### config.mk
export PLATFORM = sky130hd
export DESIGN_NAME = bit_skip_unit
export DESIGN_NICKNAME = d
export VERILOG_FILES = /design/src/rtl/bit_skip_unit.sv
export SDC_FILE = /design/constraint.sdc
export NUM_CORES = 1
export LEC_CHECK = 0
export CAP_MARGIN = 20
export CORE_MARGIN = 2
export CORE_UTILIZATION = 48
export DETAILED_ROUTE_END_ITERATION = 12
export GPL_TIMING_DRIVEN = 0
export PLACE_DENSITY = 0.77
export RECOVER_POWER = 50
export SKIP_CTS_REPAIR_TIMING = 1
export SYNTH_ARGS = -nofsm -noshare
export SYNTH_HDL_FRONTEND = slang
export SYNTH_SLANG_ARGS = --single-unit
export TNS_END_PERCENT = 5
### constraint.sdc
create_clock -name clk -period 2.8 [get_ports clk]
set_input_delay 0.56 -clock clk [delete_from_list [all_inputs] [get_ports clk]]
set_output_delay 0.56 -clock clk [all_outputs]
set_load 0.02 [all_outputs]
### src/rtl/bit_skip_unit.sv
module bit_skip_unit #(
  parameter int PC_W   = 21,
  parameter int BANK_W = 4,
  parameter logic [7:0] SPLIT = 8'h60,
  localparam int AW    = BANK_W + 8
) (
  input  logic              clk,
  input  logic              rst_n,
  input  logic              start,
  input  logic [15:0]       instr,
  input  logic              next_two_word,
  input  logic              ext_mode,
  input  logic [BANK_W-1:0] bank_sel,
  input  logic [AW-1:0]     idx_base,
  input  logic [PC_W-1:0]   pc_in,
  input  logic [7:0]        rf_rdata,
  output logic              rf_rd,
  output logic [AW-1:0]     rf_addr,
  output logic              busy,
  output logic [1:0]        phase,
  output logic              nop_slot,
  output logic              done,
  output logic [1:0]        flush_cnt,
  output logic [1:0]        cycles,
  output logic [PC_W-1:0]   pc_next
);

  logic [15:0]       ir;
  logic              nx2, ext;
  logic [BANK_W-1:0] bsel;
  logic [AW-1:0]     base;
  logic [PC_W-1:0]   pc_q;
  logic [1:0]        mcyc;
  logic              skip;

  wire       hit    = instr[15:13] == 3'b101;
  wire       accept = start && !busy && hit;
  wire [2:0] bnum   = ir[11:9];
  wire       acc    = ir[8];
  wire [7:0] f      = ir[7:0];

  always_comb begin
    if (acc)                 rf_addr = {bsel, f};
    else if (ext && f < SPLIT) rf_addr = base + AW'(f);
    else if (f < SPLIT)      rf_addr = {{BANK_W{1'b0}}, f};
    else                     rf_addr = {{BANK_W{1'b1}}, f};
  end

  wire last = (mcyc == 2'd0 && !skip) || (mcyc == 2'd1 && !nx2) || (mcyc == 2'd2);

  assign rf_rd    = busy && phase == 2'd1 && mcyc == 2'd0;
  assign nop_slot = busy && mcyc != 2'd0;

  always_ff @(posedge clk) begin
    if (!rst_n) begin
      ir <= '0; nx2 <= 1'b0; ext <= 1'b0; bsel <= '0; base <= '0; pc_q <= '0;
      busy <= 1'b0; phase <= 2'd0; mcyc <= 2'd0; skip <= 1'b0;
      done <= 1'b0; flush_cnt <= 2'd0; cycles <= 2'd0; pc_next <= '0;
    end else begin
      done <= 1'b0;
      if (accept) begin
        ir <= instr; nx2 <= next_two_word; ext <= ext_mode;
        bsel <= bank_sel; base <= idx_base; pc_q <= pc_in;
        busy <= 1'b1; phase <= 2'd0; mcyc <= 2'd0; skip <= 1'b0;
      end else if (busy) begin
        phase <= phase + 2'd1;
        if (rf_rd) skip <= rf_rdata[bnum] ^ ir[12];
        if (phase == 2'd3) begin
          if (last) begin
            busy      <= 1'b0;
            done      <= 1'b1;
            flush_cnt <= mcyc;
            cycles    <= mcyc + 2'd1;
            pc_next   <= pc_q + PC_W'({mcyc + 2'd1, 1'b0});
          end else begin
            mcyc <= mcyc + 2'd1;
          end
        end
      end
    end
  end

endmodule

==> results.md, run 1 <==
* Worst path bufs/invs at 1
* I/O pins at roughly 110
* Synth warnings at 0
* Clock transition at path regs at 0.09 ns
* Crit-path max FO at 4
* Post-DP Area at 5220 um^2
* Share of layout cells above drive strength 1 at under 10%
* Syn Nets at 582
* Clk sink count at between 80 and 90
* Initial antenna violation count at 0
* RSZ-0062 raised after global routing: true
* Critical Path Source Type: register
* DRT antenna net count at 0
* Synthesized area at 4010 um^2
* GRT overflow at 0
* DR vias/cell at a little over 5
* Root Buffer: clkbuf_8
* Area share of the largest cell type after synthesis at 41.9%
* Reg2Reg Setup Slack at between 0.2 and 0.25 ns
* Iter 0 DRT Violations at around 130
* Seq/Total Area, Yosys at about two fifths
* Largest net degree at the start of global routing at 17
* Fin crit period at around 3 ns
* Status: complete, but fails checks
* CTS tree: built
* Pleak at 2.16 nW
* Final slew viol count at 0
* Total length of routed wires at approximately 10000 um
* RePlAce Congestion at ~0.83
* Worst slew pin tran at 0.946 ns
* Main area contributors after synthesis: dfxtp_1 42%, nand2_1 12%, a21oi_1 8.2%
* Crit Path Category: reg -> out
* Antenna Cells at 0
* Final hold vios at 0
* Initial Util at a little under 50%
* Most frequent cells in the layout: 127 x nand2_1, 82 x dfxtp_1, 66 x a21oi_1, 66 x clkdlybuf4s50_1, 34 x nor2_1
* Area Growth Syn to Fin at 36.7%
* #FFs+latches synth at 84
* Critical path cell sequence: ha_1, a211o_1, a211oi_2, o21ai_0, a21o_1, a311oi_1, buf_2
* Mapped Cells at between 400 and 500
* Core ar. at between 8000 and 9000 um^2
* WL/cell at roughly 14 um
* # DRC at 0
* Number of global-route vias before repair at 3698
* Max Fclk at around 330 MHz
* PwrDens at approximately 440 nW/um^2
* Final setup viols at 4
* Die ar. at 9100 um^2
* Total clock buffers created by CTS at 9
* CP top delay family: compound AO/OA/AOI/OAI gates
* Worst setup margin at -0.252 ns
* CP required at roughly 2.2 ns
* CTS max path bufs at 2
* Syn Area/Cell at between 8 and 9 um^2
* Slew headroom at a little over a third
* Worst Hold Class: reg -> reg
* Clk_lat worst skew at about 0.36 ns
* I/O Buffers at approximately 110
* Total Power at roughly 2.4 mW
* Max stage delay on crit path at around 0.35 ns
* WP data arrival at approximately 2.5 ns
* Most common cell after layout, fill and taps aside: nand2_1
* Leading area contributor after synthesis: dfxtp_1
* Tcrit/Tclk final at 109%
* Max VDD drop at 0.365 mV
* First-pass GRT wire length at ~17000 um
* Critical Path End Type: output pin
* # nets final at 701
* Unique cell type count in the Yosys netlist at 42
* DR vias at roughly 3700
* DP HPWL at ~7800 um
* Cell Count Post-Placement at 712
* Final non-filler cell total at ~730
* Die width at roughly 95 um
* GRT Overall Usage at between 20% and 30%
* H-Tree Depth at 3
* DRT Pass-1 Iters at 4
* Max stage delay cell, worst path: dfxtp_1
* Failing checks: negative setup slack
* Max cap viols at 0
* Worst clock skew at 0.0120 ns
* Final Cell Area at around 5500 um^2
* Die Span Y at 95.4 um
* Num rows at 33
[path summary, 6_finish.rpt]
path,startpoint,endpoint,cells past startpoint
max,ir[1],rf_addr[11],7
min,base[11],base[11],2
max reg2reg,mcyc[0],pc_next[15],9
min reg2reg,base[11],base[11],2
[worst min-delay path, stage by stage (launching register included)]
cell     delay, ns
dfxtp_1       0.32
nand2_1       0.05
a21oi_1       0.05
[power breakdown]
group	internal [mW]	switching (mW)
Sequential	1.21	0.0173
Combinational	0.122	0.0913
Clock	0.516	0.478
[cells by family (layout without fill, tap and decap cells)]
logic type               count (synthesis)  in the layout  share of synthesized area [%]
adder cells (fa/ha/maj)                 17             17                           5.68
multiplexers                            12             12                           3.62
AO/OA/AOI/OAI                          118            118                           17.5
flip-flops                              84             84                           41.9
AND/OR/NAND/NOR                        201            201                           21.7
XOR/XNOR                                25             25                           5.46
buffers and inverters                   42            166                           4.09
[metrics by stage]
stage               setup TNS (ns)  hold slack (ns)  utilization [%]  worst slack [ns]
floorplan                        0            0.436                -             0.214
global placement             -1.05            0.443             63.9            -0.284
detailed placement           -1.40            0.447             63.9            -0.373
CTS                          -5.59            0.467             66.7            -0.801
global route                -0.971            0.485             67.0            -0.365
finish                      -0.599            0.465             67.0            -0.252
[synth_stat cells, drive strengths merged]
cell type / n
mux2i: 10
and4: 1
o211a: 1
nand4: 4
a311oi: 2
dfxtp: 84
nand3b: 1
xnor2: 11
xor2: 14
ha: 15
clkbuf: 21
a211oi: 15
o211ai: 1
fa: 2
o21a: 3
o2bb2ai: 1
a211o: 1
o31a: 1
nand3: 7
or3: 1
mux4: 2
inv: 16
nor2: 34
nor3: 5
o31ai: 1
nor2b: 9
o2111ai: 1
and2: 3
a21o: 6
nand2: 128
nor4: 1
and3: 4
nor3b: 1
a221o: 1
nand2b: 2
o21ai: 18
a21oi: 66
buf: 5
[final cells by class]
cell class              count  area (um^2)
plain buffers              26          103
clock buffers               9          124
clock inverters             7          105
fillers                   698         2690
inverters                  16         60.1
multi-input cells         373         2200
flip-flops and latches     84         1690
well taps                 105          131
repair buffers            108         1070
[layer usage]
layer	GRT usage [%]	vias up	part of all wire, %	wire length (um)
li1	-	1923	-	-
met1	27.8	1695	43	4400
met2	43.0	95	50	5050
met3	3.56	14	4.9	492
met4	8.21	0	1.9	192
met5	0	-	0	0
[state kept, by name, indices dropped and copies added, names as in the netlist]
signal	cells
base	12
bsel	4
busy	1
cycles	2
done	1
ext	1
flush_cnt	2
ir	13
mcyc	2
nx2	1
pc_next	21
pc_q	21
phase	2
skip	1
Note: power is estimated with default switching activity, not from simulation.
==> run 2, diff against run 1 <==
- CTS_CLUSTER_SIZE: default -> 30
==> results of run 2 <==
No change in the layout: final DEF, timing and power equal those of run 1.
